$ cat config.mk
export PLATFORM = sky130hd
export DESIGN_NAME = dphy_tseq
export DESIGN_NICKNAME = d
export VERILOG_FILES = /design/src/rtl/dphy_tseq_pkg.sv /design/src/rtl/dphy_tseq_xfer.sv /design/src/rtl/dphy_tseq_walk.sv /design/src/rtl/dphy_tseq.sv
export SDC_FILE = /design/constraint.sdc
export NUM_CORES = 1
export LEC_CHECK = 0
export ABC_CLOCK_PERIOD_IN_PS = 4700
export CORE_MARGIN = 4
export CORE_UTILIZATION = 53
export CTS_BUF_LIST = sky130_fd_sc_hd__clkbuf_8
export DETAILED_ROUTE_END_ITERATION = 8
export GPL_TIMING_DRIVEN = 1
export MAX_ROUTING_LAYER = met4
export PLACE_DENSITY = 0.93
export SYNTH_ARGS = -nofsm -noshare
export SYNTH_HDL_FRONTEND = slang
export SYNTH_SLANG_ARGS = --single-unit
$ cat constraint.sdc
create_clock -name clk -period 4.7 [get_ports clk]
set_clock_uncertainty 0.15 [all_clocks]
set_input_delay 0.94 -clock clk [delete_from_list [all_inputs] [get_ports clk]]
set_output_delay 0.94 -clock clk [all_outputs]
set_load 0.02 [all_outputs]
$ cat src/rtl/dphy_tseq_pkg.sv
package dphy_tseq_pkg;

  localparam logic [7:0] CTL_IDLE   = 8'h00;
  localparam logic [7:0] CTL_CLEAR  = 8'h01;
  localparam logic [7:0] CTL_STROBE = 8'h02;

  localparam int CLK_FIELDS = 5;
  localparam int DAT_FIELDS = 7;

  typedef enum logic [3:0] {
    X_IDLE, X_CLR_LO, X_CLR_HI, X_CLR_END,
    X_A_SET, X_A_STB, X_A_REL, X_D_SET, X_D_STB, X_D_REL
  } xfer_st_e;

  typedef enum logic [2:0] {
    T_IDLE, T_CLR_GO, T_CLR_WAIT, T_WR_GO, T_WR_WAIT
  } top_st_e;

endpackage

$ cat src/rtl/dphy_tseq_xfer.sv
module dphy_tseq_xfer
  import dphy_tseq_pkg::*;
#(
  parameter int BUS_W      = 32,
  parameter int STROBE_CYC = 2
) (
  input  logic             clk,
  input  logic             rst,
  input  logic             go_clr,
  input  logic             go_wr,
  input  logic [BUS_W-1:0] addr_i,
  input  logic [BUS_W-1:0] data_i,
  output logic             ack_o,
  output logic [7:0]       ctrl0_o,
  output logic [BUS_W-1:0] ctrl1_o,
  output logic             log_valid_o,
  output logic [BUS_W-1:0] log_addr_o,
  output logic [BUS_W-1:0] log_data_o
);

  localparam int CW = $clog2(STROBE_CYC + 1);
  localparam logic [CW-1:0] CNT_INIT = CW'(STROBE_CYC - 1);

  xfer_st_e         st_q;
  logic [CW-1:0]    cnt_q;
  logic [BUS_W-1:0] addr_q;
  logic [BUS_W-1:0] data_q;

  always_ff @(posedge clk) begin
    if (rst) begin
      st_q        <= X_IDLE;
      cnt_q       <= '0;
      addr_q      <= '0;
      data_q      <= '0;
      ack_o       <= 1'b0;
      ctrl0_o     <= CTL_IDLE;
      ctrl1_o     <= '0;
      log_valid_o <= 1'b0;
      log_addr_o  <= '0;
      log_data_o  <= '0;
    end else begin
      ack_o       <= 1'b0;
      log_valid_o <= 1'b0;
      case (st_q)
        X_IDLE: begin
          if (go_clr) begin
            ctrl0_o <= CTL_IDLE;
            st_q    <= X_CLR_LO;
          end else if (go_wr) begin
            addr_q  <= addr_i;
            data_q  <= data_i;
            ctrl1_o <= addr_i;
            ctrl0_o <= CTL_IDLE;
            st_q    <= X_A_SET;
          end
        end
        X_CLR_LO: begin
          ctrl0_o <= CTL_CLEAR;
          cnt_q   <= CNT_INIT;
          st_q    <= X_CLR_HI;
        end
        X_CLR_HI: begin
          if (cnt_q == '0) begin
            ctrl0_o <= CTL_IDLE;
            st_q    <= X_CLR_END;
          end else begin
            cnt_q <= cnt_q - CW'(1);
          end
        end
        X_CLR_END: begin
          ack_o <= 1'b1;
          st_q  <= X_IDLE;
        end
        X_A_SET: begin
          ctrl0_o <= CTL_STROBE;
          cnt_q   <= CNT_INIT;
          st_q    <= X_A_STB;
        end
        X_A_STB: begin
          if (cnt_q == '0) begin
            ctrl0_o <= CTL_IDLE;
            st_q    <= X_A_REL;
          end else begin
            cnt_q <= cnt_q - CW'(1);
          end
        end
        X_A_REL: begin
          ctrl1_o <= data_q;
          st_q    <= X_D_SET;
        end
        X_D_SET: begin
          ctrl0_o <= CTL_STROBE;
          cnt_q   <= CNT_INIT;
          st_q    <= X_D_STB;
        end
        X_D_STB: begin
          if (cnt_q == '0) begin
            ctrl0_o <= CTL_IDLE;
            st_q    <= X_D_REL;
          end else begin
            cnt_q <= cnt_q - CW'(1);
          end
        end
        X_D_REL: begin
          log_valid_o <= 1'b1;
          log_addr_o  <= addr_q;
          log_data_o  <= data_q;
          ack_o       <= 1'b1;
          st_q        <= X_IDLE;
        end
        default: st_q <= X_IDLE;
      endcase
    end
  end

endmodule

$ cat src/rtl/dphy_tseq_walk.sv
module dphy_tseq_walk
  import dphy_tseq_pkg::*;
#(
  parameter int LANE_W    = 3,
  parameter int TW        = 8,
  parameter int WW        = 16,
  parameter int BUS_W     = 32,
  parameter int CLK_BASE  = 32'h10010,
  parameter int DATA_BASE = 32'h10020,
  parameter int STRIDE_SH = 4
) (
  input  logic              clk,
  input  logic              rst,
  input  logic              init,
  input  logic              step,
  input  logic [LANE_W-1:0] lanes,
  input  logic [TW-1:0]     c_lpx,
  input  logic [TW-1:0]     c_prep,
  input  logic [TW-1:0]     c_zero,
  input  logic [TW-1:0]     c_trail,
  input  logic [WW-1:0]     c_wake,
  input  logic [TW-1:0]     d_lpx,
  input  logic [TW-1:0]     d_prep,
  input  logic [TW-1:0]     d_zero,
  input  logic [TW-1:0]     d_trail,
  input  logic [TW-1:0]     d_tago,
  input  logic [TW-1:0]     d_taget,
  input  logic [WW-1:0]     d_wake,
  output logic [BUS_W-1:0]  addr_o,
  output logic [BUS_W-1:0]  data_o,
  output logic              last_o
);

  localparam logic [2:0] CLK_LAST = 3'(CLK_FIELDS - 1);
  localparam logic [2:0] DAT_LAST = 3'(DAT_FIELDS - 1);

  logic              in_dat_q;
  logic [LANE_W-1:0] lane_q;
  logic [2:0]        field_q;
  logic [TW-1:0]     c_wake_s;
  logic [TW-1:0]     d_wake_s;
  logic [TW-1:0]     val;

  always_ff @(posedge clk) begin
    if (rst || init) begin
      in_dat_q <= 1'b0;
      lane_q   <= '0;
      field_q  <= '0;
    end else if (step) begin
      if (!in_dat_q) begin
        if (field_q == CLK_LAST) begin
          in_dat_q <= 1'b1;
          field_q  <= '0;
        end else begin
          field_q <= field_q + 3'd1;
        end
      end else if (field_q == DAT_LAST) begin
        field_q <= '0;
        lane_q  <= lane_q + LANE_W'(1);
      end else begin
        field_q <= field_q + 3'd1;
      end
    end
  end

  // wakeup saturation to the all-ones value of the timing field
  assign c_wake_s = (|c_wake[WW-1:TW]) ? '1 : c_wake[TW-1:0];
  assign d_wake_s = (|d_wake[WW-1:TW]) ? '1 : d_wake[TW-1:0];

  always_comb begin
    val = '0;
    if (!in_dat_q) begin
      case (field_q)
        3'd0:    val = c_lpx;
        3'd1:    val = c_prep;
        3'd2:    val = c_zero;
        3'd3:    val = c_trail;
        default: val = c_wake_s;
      endcase
    end else begin
      case (field_q)
        3'd0:    val = d_lpx;
        3'd1:    val = d_prep;
        3'd2:    val = d_zero;
        3'd3:    val = d_trail;
        3'd4:    val = d_tago;
        3'd5:    val = d_taget;
        default: val = d_wake_s;
      endcase
    end
  end

  assign data_o = BUS_W'(val);
  assign addr_o = in_dat_q
                ? BUS_W'(DATA_BASE) + (BUS_W'(lane_q) << STRIDE_SH) + BUS_W'(field_q)
                : BUS_W'(CLK_BASE) + BUS_W'(field_q);
  assign last_o = in_dat_q && (field_q == DAT_LAST) && (lane_q == lanes - LANE_W'(1));

endmodule

$ cat src/rtl/dphy_tseq.sv
module dphy_tseq
  import dphy_tseq_pkg::*;
#(
  parameter int LANE_MAX   = 4,
  parameter int TW         = 8,
  parameter int WW         = 16,
  parameter int BUS_W      = 32,
  parameter int CFG_W      = 16,
  parameter int STROBE_CYC = 2,
  parameter int STOP_WAIT  = 8'h30,
  parameter int CLK_BASE   = 32'h10010,
  parameter int DATA_BASE  = 32'h10020,
  parameter int STRIDE_SH  = 4,
  localparam int LANE_W    = $clog2(LANE_MAX + 1)
) (
  input  logic              clk,
  input  logic              rst,
  input  logic              start_i,
  input  logic [LANE_W-1:0] lanes_i,
  input  logic [TW-1:0]     clk_lpx_i,
  input  logic [TW-1:0]     clk_prep_i,
  input  logic [TW-1:0]     clk_zero_i,
  input  logic [TW-1:0]     clk_trail_i,
  input  logic [WW-1:0]     clk_wake_i,
  input  logic [TW-1:0]     dat_lpx_i,
  input  logic [TW-1:0]     dat_prep_i,
  input  logic [TW-1:0]     dat_zero_i,
  input  logic [TW-1:0]     dat_trail_i,
  input  logic [TW-1:0]     dat_tago_i,
  input  logic [TW-1:0]     dat_taget_i,
  input  logic [WW-1:0]     dat_wake_i,
  output logic              busy_o,
  output logic              done_o,
  output logic [CFG_W-1:0]  if_cfg_o,
  output logic              if_cfg_we_o,
  output logic              phy_rstz_o,
  output logic [7:0]        tst_ctrl0_o,
  output logic [BUS_W-1:0]  tst_ctrl1_o,
  output logic              log_valid_o,
  output logic [BUS_W-1:0]  log_addr_o,
  output logic [BUS_W-1:0]  log_data_o
);

  top_st_e           ts_q;
  logic [LANE_W-1:0] lanes_q;
  logic [TW-1:0]     c_lpx_q, c_prep_q, c_zero_q, c_trail_q;
  logic [WW-1:0]     c_wake_q, d_wake_q;
  logic [TW-1:0]     d_lpx_q, d_prep_q, d_zero_q, d_trail_q, d_tago_q, d_taget_q;

  logic              accept;
  logic              go_clr, go_wr, ack, step, last;
  logic [BUS_W-1:0]  w_addr, w_data;

  assign accept = (ts_q == T_IDLE) && start_i;
  assign go_clr = (ts_q == T_CLR_GO);
  assign go_wr  = (ts_q == T_WR_GO);
  assign step   = (ts_q == T_WR_WAIT) && ack && !last;

  always_ff @(posedge clk) begin
    if (rst) begin
      ts_q        <= T_IDLE;
      busy_o      <= 1'b0;
      done_o      <= 1'b0;
      if_cfg_o    <= '0;
      if_cfg_we_o <= 1'b0;
      phy_rstz_o  <= 1'b1;
      lanes_q     <= '0;
      c_lpx_q <= '0; c_prep_q <= '0; c_zero_q <= '0; c_trail_q <= '0; c_wake_q <= '0;
      d_lpx_q <= '0; d_prep_q <= '0; d_zero_q <= '0; d_trail_q <= '0;
      d_tago_q <= '0; d_taget_q <= '0; d_wake_q <= '0;
    end else begin
      done_o      <= 1'b0;
      if_cfg_we_o <= 1'b0;
      case (ts_q)
        T_IDLE: begin
          if (start_i) begin
            lanes_q   <= lanes_i;
            c_lpx_q   <= clk_lpx_i;   c_prep_q  <= clk_prep_i;
            c_zero_q  <= clk_zero_i;  c_trail_q <= clk_trail_i;
            c_wake_q  <= clk_wake_i;
            d_lpx_q   <= dat_lpx_i;   d_prep_q  <= dat_prep_i;
            d_zero_q  <= dat_zero_i;  d_trail_q <= dat_trail_i;
            d_tago_q  <= dat_tago_i;  d_taget_q <= dat_taget_i;
            d_wake_q  <= dat_wake_i;
            if_cfg_o    <= (CFG_W'(STOP_WAIT) << 8) | CFG_W'(lanes_i - LANE_W'(1));
            if_cfg_we_o <= 1'b1;
            phy_rstz_o  <= 1'b0;
            busy_o      <= 1'b1;
            ts_q        <= T_CLR_GO;
          end
        end
        T_CLR_GO:   ts_q <= T_CLR_WAIT;
        T_CLR_WAIT: if (ack) ts_q <= T_WR_GO;
        T_WR_GO:    ts_q <= T_WR_WAIT;
        T_WR_WAIT: begin
          if (ack) begin
            if (last) begin
              done_o <= 1'b1;
              busy_o <= 1'b0;
              ts_q   <= T_IDLE;
            end else begin
              ts_q <= T_WR_GO;
            end
          end
        end
        default: ts_q <= T_IDLE;
      endcase
    end
  end

  dphy_tseq_walk #(
    .LANE_W(LANE_W), .TW(TW), .WW(WW), .BUS_W(BUS_W),
    .CLK_BASE(CLK_BASE), .DATA_BASE(DATA_BASE), .STRIDE_SH(STRIDE_SH)
  ) u_walk (
    .clk(clk), .rst(rst), .init(accept), .step(step), .lanes(lanes_q),
    .c_lpx(c_lpx_q), .c_prep(c_prep_q), .c_zero(c_zero_q), .c_trail(c_trail_q),
    .c_wake(c_wake_q),
    .d_lpx(d_lpx_q), .d_prep(d_prep_q), .d_zero(d_zero_q), .d_trail(d_trail_q),
    .d_tago(d_tago_q), .d_taget(d_taget_q), .d_wake(d_wake_q),
    .addr_o(w_addr), .data_o(w_data), .last_o(last)
  );

  dphy_tseq_xfer #(
    .BUS_W(BUS_W), .STROBE_CYC(STROBE_CYC)
  ) u_xfer (
    .clk(clk), .rst(rst), .go_clr(go_clr), .go_wr(go_wr),
    .addr_i(w_addr), .data_i(w_data), .ack_o(ack),
    .ctrl0_o(tst_ctrl0_o), .ctrl1_o(tst_ctrl1_o),
    .log_valid_o(log_valid_o), .log_addr_o(log_addr_o), .log_data_o(log_data_o)
  );

endmodule

; ---- Word-level counts from Yosys, hierarchy flattened
; Cells that the tools add are included.
[op_classes]
addsub = 8
eq_ne = 32
mux = 39
bitwise_logic = 4
n_reduce_logical = 32
[ops]
columns = operator, count
row1 = $mux W32, 3
row2 = $pmux W32 S2, 1
row3 = $pmux W8 S4, 2
row4 = $mux W8, 6
row5 = $pmux W8 S6, 1
row6 = $add A32 B3 Y32, 1
row7 = $pmux W4 S8, 1
row8 = $mux W4, 5
row9 = $add A17 B3 Y18 const A, 1
row10 = $add A17 B7 Y18 const A, 1
row11 = $mux W3, 6
row12 = $eq A4 B3 Y1 const B, 4
row13 = $reduce_or A8 Y1, 2
row14 = $pmux W3 S5, 1
row15 = $reduce_and A3 Y1, 5
row16 = $eq A3 B2 Y1 const B, 4
row17 = $eq A3 B3 Y1 const B, 4
row18 = $ne A2 B1 Y1 const B, 6
row19 = $ne A2 B2 Y1 const B, 5
row20 = $mux W1, 9
row21 = $reduce_or A3 Y1, 3
row22 = $eq A4 B2 Y1 const B, 2
row23 = $eq A4 B4 Y1 const B, 2
row24 = $reduce_and A4 Y1, 2
row25 = other kinds (22), 38
[totals]
ff_bits = 273
input_bits = 118
output_inout_bits = 125
wordCells = 147

; ---- Longest topological paths before layout
; Gate-level depths: netlist (run 1).
[depth]
word_depth = 6
mapped_depth = 10
ltp_nobuf = 6

; ---- Modules after synthesis
; From an unflattened synthesis (run 1), not the netlist that was laid out.
[unflattened]
cells_unflattened = 1554
hier_area_um2 = 12519.5
[modules_own_cells]
columns = mod, n_inst, cells_per_inst, area_per_inst_um2, seq_area_each_um2
row1 = dphy_tseq_xfer, 1, 776, 6271.0, 3403.3
row2 = dphy_tseq, 1, 563, 4546.9, 2542.4
row3 = dphy_tseq_walk, 1, 215, 1701.6, 140.1

; ---- Least setup slack after synthesis (run 1)
; OpenSTA, ideal clock, no wires.
[synth_path]
path_type = flip-flop to flip-flop
from = register u_walk.field_q[2]
to = register u_xfer.data_q[1]
setup_time_ps = 59
arrival_time_ps = 2174
t_required_ps = 4491
setup_slack_ps = 2318
path_stages_with_launch = 10
path_buffers = 4
synth_period_minus_slack_ps = 2382
cell_sequence = dfxtp_1 > clkbuf_1 > clkbuf_1 > inv_1 > ha_1 > clkbuf_1 > or4_1 > buf_1 > o2111ai_1 > a22o_1
[synth_between]
elab_chain_len = 3
elab_cells_between_ends = 9
cone_classes = eq/ne: 5 / mux: 3 / reduce/logical: 1
[synth_lines]
columns = item, line
row1 = "start, declared", dphy_tseq_walk.sv:39  ; logic [2:0] field_q;
row2 = "start signal, assigned", dphy_tseq_walk.sv:55  ; field_q <= field_q + 3'd1;
row3 = "start signal, assigned", dphy_tseq_walk.sv:61  ; field_q <= field_q + 3'd1;
row4 = $eq A3 B3 Y1 (tied with other cells), dphy_tseq_walk.sv:81  ; case (field_q)
row5 = $pmux W8 S6 / $pmux W8 S4 (equally long branches), "dphy_tseq_walk.sv:81, dphy_tseq_walk.sv:73"
row6 = $mux W8 *, dphy_tseq_walk.sv:72  ; if (!in_dat_q) begin
row7 = "end signal, assigned", dphy_tseq_xfer.sv:51  ; data_q <= data_i;
row8 = "end, declared", dphy_tseq_xfer.sv:27  ; logic [BUS_W-1:0] data_q;
; Every way passes the cells marked *; elsewhere a longest branch is shown, timed or not.
; A chain may end at the register's enable or synchronous reset.

; ---- Final worst setup path (run 1)
[layout_path]
from = register u_walk.field_q[1]
to = register u_xfer.data_q[7]
; Same word-level chain as after synthesis.

==> results.json, run 1 <==
{
  "design_area_sq_mm": 0.0100,
  "tritoncts": "done",
  "clockBufferDepth": 2,
  "gp_congestion": 0.829,
  "post_cts_resized": 0,
  "tns_ns": 0,
  "synth_edf_count": 0,
  "ctsHoldBuffers": 0,
  "wire_per_inst_um": 15.6,
  "antenna_found_initial": 0,
  "drive_above_1_share_pct": 4.31,
  "grt_max_degree": 126,
  "area_growth_pct": 20.5,
  "fin_crit_ns": 2.86,
  "reg.largest.list": "c_wake_q x16, d_wake_q x16, u_xfer.ctrl1_o x9",
  "slew_violations": 0,
  "hp-class": "reg2reg",
  "fp.dieW_um": 133,
  "drtPass1Iterations": 6,
  "powerDensity_mw_per_mm2": 359,
  "crit_arrival_ns": 3.07,
  "drtAntennaViolNets": 0,
  "coreArea_sq_mm": 0.0153,
  "cp-end-kind": "flop",
  "rsz0062_at_grt": "no",
  "die_area_sq_mm": 0.0178,
  "yosysMostFrequentCell": "nand2_1",
  "root_buffer": "clkbuf_8",
  "setup_viol": 0,
  "fp.dieH_um": 133,
  "cp.required_ns": 4.91,
  "antennaDiodeCount": 0,
  "num_rows": 45,
  "initial_core_util_pct": 54.3,
  "avgSynthCellArea_sq_um": 7.93,
  "hold_viol_final": 0,
  "synth_top_area_share_pct": 44.5,
  "yosys-top-cells-count": "301 x nand2_1, 185 x dfxtp_1, 161 x a21oi_1",
  "postSynthCellCount": 1050,
  "clock-sinks": 185,
  "synth_flop_cell": "dfxtp_1",
  "fin_nets": 1275,
  "yosys.area.top_type": "dfxtp_1",
  "grt_usage_pct": 23.4,
  "post-route-period-util_pct": 60.9,
  "relSlewSlack_pct": 18.6,
  "drt_iter0_markers": 721,
  "ys_types": 62,
  "cts_buffers": 17,
  "fillCellCount": 1256,
  "yosysSeqAreaShare_pct": 44.5,
  "path_max_fanout": 26,
  "dpl-instance-area_sq_mm": 0.00960,
  "vias_per_cell": 5.44,
  "dp_hpwl_mm": 14.6,
  "fmax_mhz": 349,
  "maxCapViolations": 0,
  "route.detailed.drc": 0,
  "overflow": 0,
  "critPathLaunchType": "flop",
  "ir_drop_mv": 0.220,
  "synth_area_leaders": "dfxtp_1 45%, nand2_1 14%, a21oi_1 9.7%, buf_4 8.0%, clkbuf_1 2.8%",
  "grt_pass1_wl_mm": 33.5,
  "via_count": 7459,
  "ios": 243,
  "clock_latency_ns": 0.45,
  "io_buffers": 165,
  "synthArstFlopShare_pct": 0,
  "p_leak_uw": 0.00373,
  "cts.htree.levels": 4,
  "clk_pin_slew_ns": 0.09,
  "post_cts_buffers": 0,
  "worstMarginPinSlew_ns": 1.22,
  "synth_area_sq_mm": 0.00832,
  "critical_path_class": "reg2reg",
  "ys_ff_latch": 185,
  "yosysWarningCount": 0,
  "outcome": "finished clean",
  "wirelength_mm": 21.3,
  "grt_pass1_vias": 6912
}
## cell families after synthesis
kind of cell               Yosys count  share of synthesized area [%]
and+or+nand+nor                    400                           20.4
AOI/OAI and AO/OA                  257                           19.2
DFF                                185                           44.5
buffers and inverters              182                           12.4
adders and majority gates           10                           1.50
muxes                                8                           1.01
xor gates and xnor gates             7                          0.902
other                                1                         0.0451
## report_power, final
| part | total (uW) | leakage (uW) | internal (uW) | switching (uW) |
|---|---|---|---|---|
| clock | 1150 | 0.000212 | 561 | 584 |
| combinational | 686 | 0.00201 | 285 | 401 |
| sequential | 1760 | 0.00151 | 1680 | 88.4 |
## critical path, cell delays in order, from the launching register on
cell       delay (ns)
dfxtp_1          0.37
inv_1            0.11
ha_1             0.91
nor3_1           0.10
o2111ai_1        0.60
o22ai_1          0.27
a22o_1           0.26
## worst paths after layout
path	start	to	slack (ns)	depth (start not counted)
worst min-delay path	d_taget_q[1]	d_taget_q[1]	0.30	2
worst max-delay path	u_walk.field_q[1]	u_xfer.data_q[7]	1.84	6
worst max register to register	u_walk.field_q[1]	u_xfer.data_q[7]	1.84	6
worst min register to register	d_taget_q[1]	d_taget_q[1]	0.30	2
## cell usage in the layout (no fill, tap or decap), types with 5 or more instances in the layout
master,instances
nor2_1,26
o2111ai_1,5
a22o_1,13
nand2b_1,6
dfxtp_1,185
a311oi_1,5
o21a_1,8
nor3_1,20
nand2_1,301
inv_1,15
nand3_1,13
a21oi_1,161
conb_1,77
o22ai_1,10
ha_1,10
a222oi_1,12
o221ai_1,5
or4_1,5
a221oi_1,7
clkdlybuf4s50_1,164
clkbuf_8,19
mux2i_1,5
## through the flow
stage,hold WS (ns),std cells,setup slack (ns),utilization [%],power [uW]
after floorplan,0.281,1126,2.32,-,2300
after global placement,0.288,1339,1.55,62.7,2450
after detailed placement,0.292,1339,1.56,62.7,2470
after CTS,0.309,1371,1.87,65.5,3590
after global routing,0.328,1371,1.72,65.5,3750
final,0.305,1371,1.84,65.5,3600
## metal layers
| metal | GRT usage [%] | share of wire, % | up-vias |
|---|---|---|---|
| met5 | - | 0 | - |
| met4 | 7.20 | 1.9 | 0 |
| met3 | 4.27 | 7.0 | 31 |
| met2 | 37.9 | 49 | 332 |
| met1 | 30.0 | 42 | 3490 |
| li1 | - | - | 3606 |
## area by class of cell
class / count / area (sq um) / share of cell area, %
repair buffers: 169 / 1690 / 16.9
clock buffers: 19 / 262 / 2.61
well taps: 211 / 264 / 2.63
inverters: 15 / 56.3 / 0.562
flip-flops and latches: 185 / 3700 / 36.9
multi-input cells: 759 / 3880 / 38.7
clock inverters: 13 / 168 / 1.67
No activity file was read; power rests on OpenSTA's default activity.
==> run 2: changes to the inputs <==
--- a/config.mk
+++ b/config.mk
@@ -5,14 +5,14 @@
 export SDC_FILE = /design/constraint.sdc
 export NUM_CORES = 1
 export LEC_CHECK = 0
-export ABC_CLOCK_PERIOD_IN_PS = 4700
+export ABC_CLOCK_PERIOD_IN_PS = 2600
 export CORE_MARGIN = 4
-export CORE_UTILIZATION = 53
+export CORE_UTILIZATION = 44
 export CTS_BUF_LIST = sky130_fd_sc_hd__clkbuf_8
 export DETAILED_ROUTE_END_ITERATION = 8
 export GPL_TIMING_DRIVEN = 1
 export MAX_ROUTING_LAYER = met4
-export PLACE_DENSITY = 0.93
+export PLACE_DENSITY = 0.83
 export SYNTH_ARGS = -nofsm -noshare
 export SYNTH_HDL_FRONTEND = slang
 export SYNTH_SLANG_ARGS = --single-unit
==> constraint.sdc (replaced) <==
create_clock -name clk -period 2.6 [get_ports clk]
set_clock_uncertainty 0.15 [all_clocks]
set_input_delay 0.52 -clock clk [delete_from_list [all_inputs] [get_ports clk]]
set_output_delay 0.52 -clock clk [all_outputs]
set_load 0.02 [all_outputs]
==> run 2 against run 1 <==
Count of clock-buffer cells in the layout down 1. Worst setup slack got worse by 1.6 ns. Critical path type is now reg2out. Sequential power increased by 79%. Final cell count increased by 3.3%. Non-clock buffer count is 22 higher. Worst hold slack got worse by 0.0066 ns. Critical path depth decreased by 5. Via count is 0.39% lower. Final area is 2.0% higher. Highest routed layer unchanged. Clock power increased by 67%. Flip-flop and latch count did not move. Critical endpoint is now if_cfg_o[10].
==> results.json, run 2 (synthesized netlist as in run 1, its figures left out) <==
{
  "critical_path_class": "reg2out",
  "setup_viol": 0,
  "layout_common_cells": "301 x nand2_1, 185 x dfxtp_1, 164 x clkdlybuf4s50_1",
  "path_max_fanout": 12,
  "antenna_found_initial": 0,
  "fp.dieH_um": 146,
  "fp.dieW_um": 146,
  "clock-sinks": 185,
  "ios": 243,
  "fin_crit_ns": 2.36,
  "slew_violations": 0,
  "via_count": 7430,
  "cts.htree.levels": 4,
  "crit_buf_inv": 1,
  "worstMarginPinSlew_ns": 0.790,
  "antennaDiodeCount": 0,
  "cp-end-kind": "output port",
  "layout.cells.non_filler": 1416,
  "worst_slack_ns": 0.236,
  "coreArea_sq_mm": 0.0186,
  "hold_viol_final": 0,
  "drt_iter0_markers": 704,
  "area_growth_pct": 22.8,
  "p_total_uw": 6410,
  "layout_commonest_cell": "nand2_1",
  "outcome": "finished clean",
  "crit_arrival_ns": 1.69,
  "fmax_mhz": 423,
  "cp.required_ns": 1.93,
  "crit_path_top_delay_cell": "clkdlybuf4s50_1",
  "powerDensity_mw_per_mm2": 627,
  "route.detailed.drc": 0,
  "reg.largest.list": "c_wake_q x16, d_wake_q x16, u_xfer.ctrl1_o x9",
  "dp_hpwl_mm": 15.6,
  "clock_latency_ns": 0.48,
  "cp_cell_sequence": "clkdlybuf4s50_1",
  "post-place-ws_ns": 0.293,
  "post_cts_buffers": 0,
  "cts_buffers": 17,
  "ir_drop_mv": 0.310,
  "tritoncts": "done",
  "drtPass1Iterations": 6,
  "grt_pass1_vias": 6849,
  "io_buffers": 165,
  "placedCellCount": 1384,
  "overflow": 0,
  "critPathTopFamily": "buffers and inverters",
  "root_buffer": "clkbuf_8",
  "die_area_sq_mm": 0.0212,
  "maxCapViolations": 0,
  "rsz0062_at_grt": "no",
  "ctsHoldBuffers": 0,
  "max_stage_delay_ns": 0.69,
  "drive_above_1_share_pct": 6.01,
  "fillCellCount": 1733,
  "post-route-period-util_pct": 90.9,
  "vias_per_cell": 5.25,
  "critPathLaunchType": "flop",
  "grt_usage_pct": 19.8,
  "fin_nets": 1297,
  "grt_pass1_wl_mm": 33.4,
  "relSlewSlack_pct": 47.4,
  "hp-class": "reg2reg",
  "wire_per_inst_um": 15.0,
  "tns_ns": 0,
  "post_cts_resized": 0,
  "initial_core_util_pct": 44.6,
  "drtAntennaViolNets": 0,
  "p_leak_uw": 0.00384,
  "grt_max_degree": 172,
  "gp_congestion": 0.900,
  "num_rows": 50,
  "wirelength_mm": 21.3,
  "clk_pin_slew_ns": 0.10,
  "clockBufferDepth": 2
}
[run 2: changes by cell type in the layout (fill, tap and decap cells not counted), sizes merged]
cell,change
clkinv,+1
bufinv,-1
buf,+22
clkbuf,-1
inv,+1
[run 2: path summary, 6_finish.rpt]
path	startpoint	slack (ns)	cells after the start	to
worst max-delay path	if_cfg_o[14]	0.24	1	if_cfg_o[10]
worst min-delay path	phy_rstz_o	0.30	2	phy_rstz_o
worst max register to register	u_walk.field_q[0]	0.33	7	u_xfer.data_q[0]
worst min register to register	phy_rstz_o	0.30	2	phy_rstz_o
[run 2: report_power, final]
| group | switching [uW] | total, uW | internal, uW |
|---|---|---|---|
| logic | 771 | 1340 | 567 |
| clock network | 1030 | 1920 | 885 |
| registers | 126 | 3150 | 3030 |
| total | 1930 | 6410 | 4480 |
[run 2: layout make-up]
| type | instances | area (sq um) | area share [%] |
|---|---|---|---|
| timing repair buffer | 191 | 1890 | 18.5 |
| inverter | 15 | 56.3 | 0.551 |
| clock inverter | 14 | 146 | 1.43 |
| clock buffer | 18 | 248 | 2.42 |
| multi-input combinational | 759 | 3880 | 38.0 |
| tap | 234 | 293 | 2.86 |
| sequential | 185 | 3700 | 36.2 |
[run 2: per-layer routing]
| metal | up-vias | GRT usage (%) | part of all wire, % |
|---|---|---|---|
| li1 | 3661 | - | - |
| met1 | 3397 | 24.7 | 42 |
| met2 | 327 | 31.4 | 48 |
| met3 | 45 | 4.39 | 7.5 |
| met4 | 0 | 7.45 | 2.5 |
| met5 | - | - | 0 |
[run 2: metrics by stage]
step	utilization [%]	cell area, sq um	hold slack [ns]
after CTS	54.8	10200	0.300
after floorplan	-	8610	0.281
after global placement	52.7	9830	0.282
after detailed placement	52.7	9830	0.284
final	54.8	10200	0.298
after global routing	54.8	10200	0.320
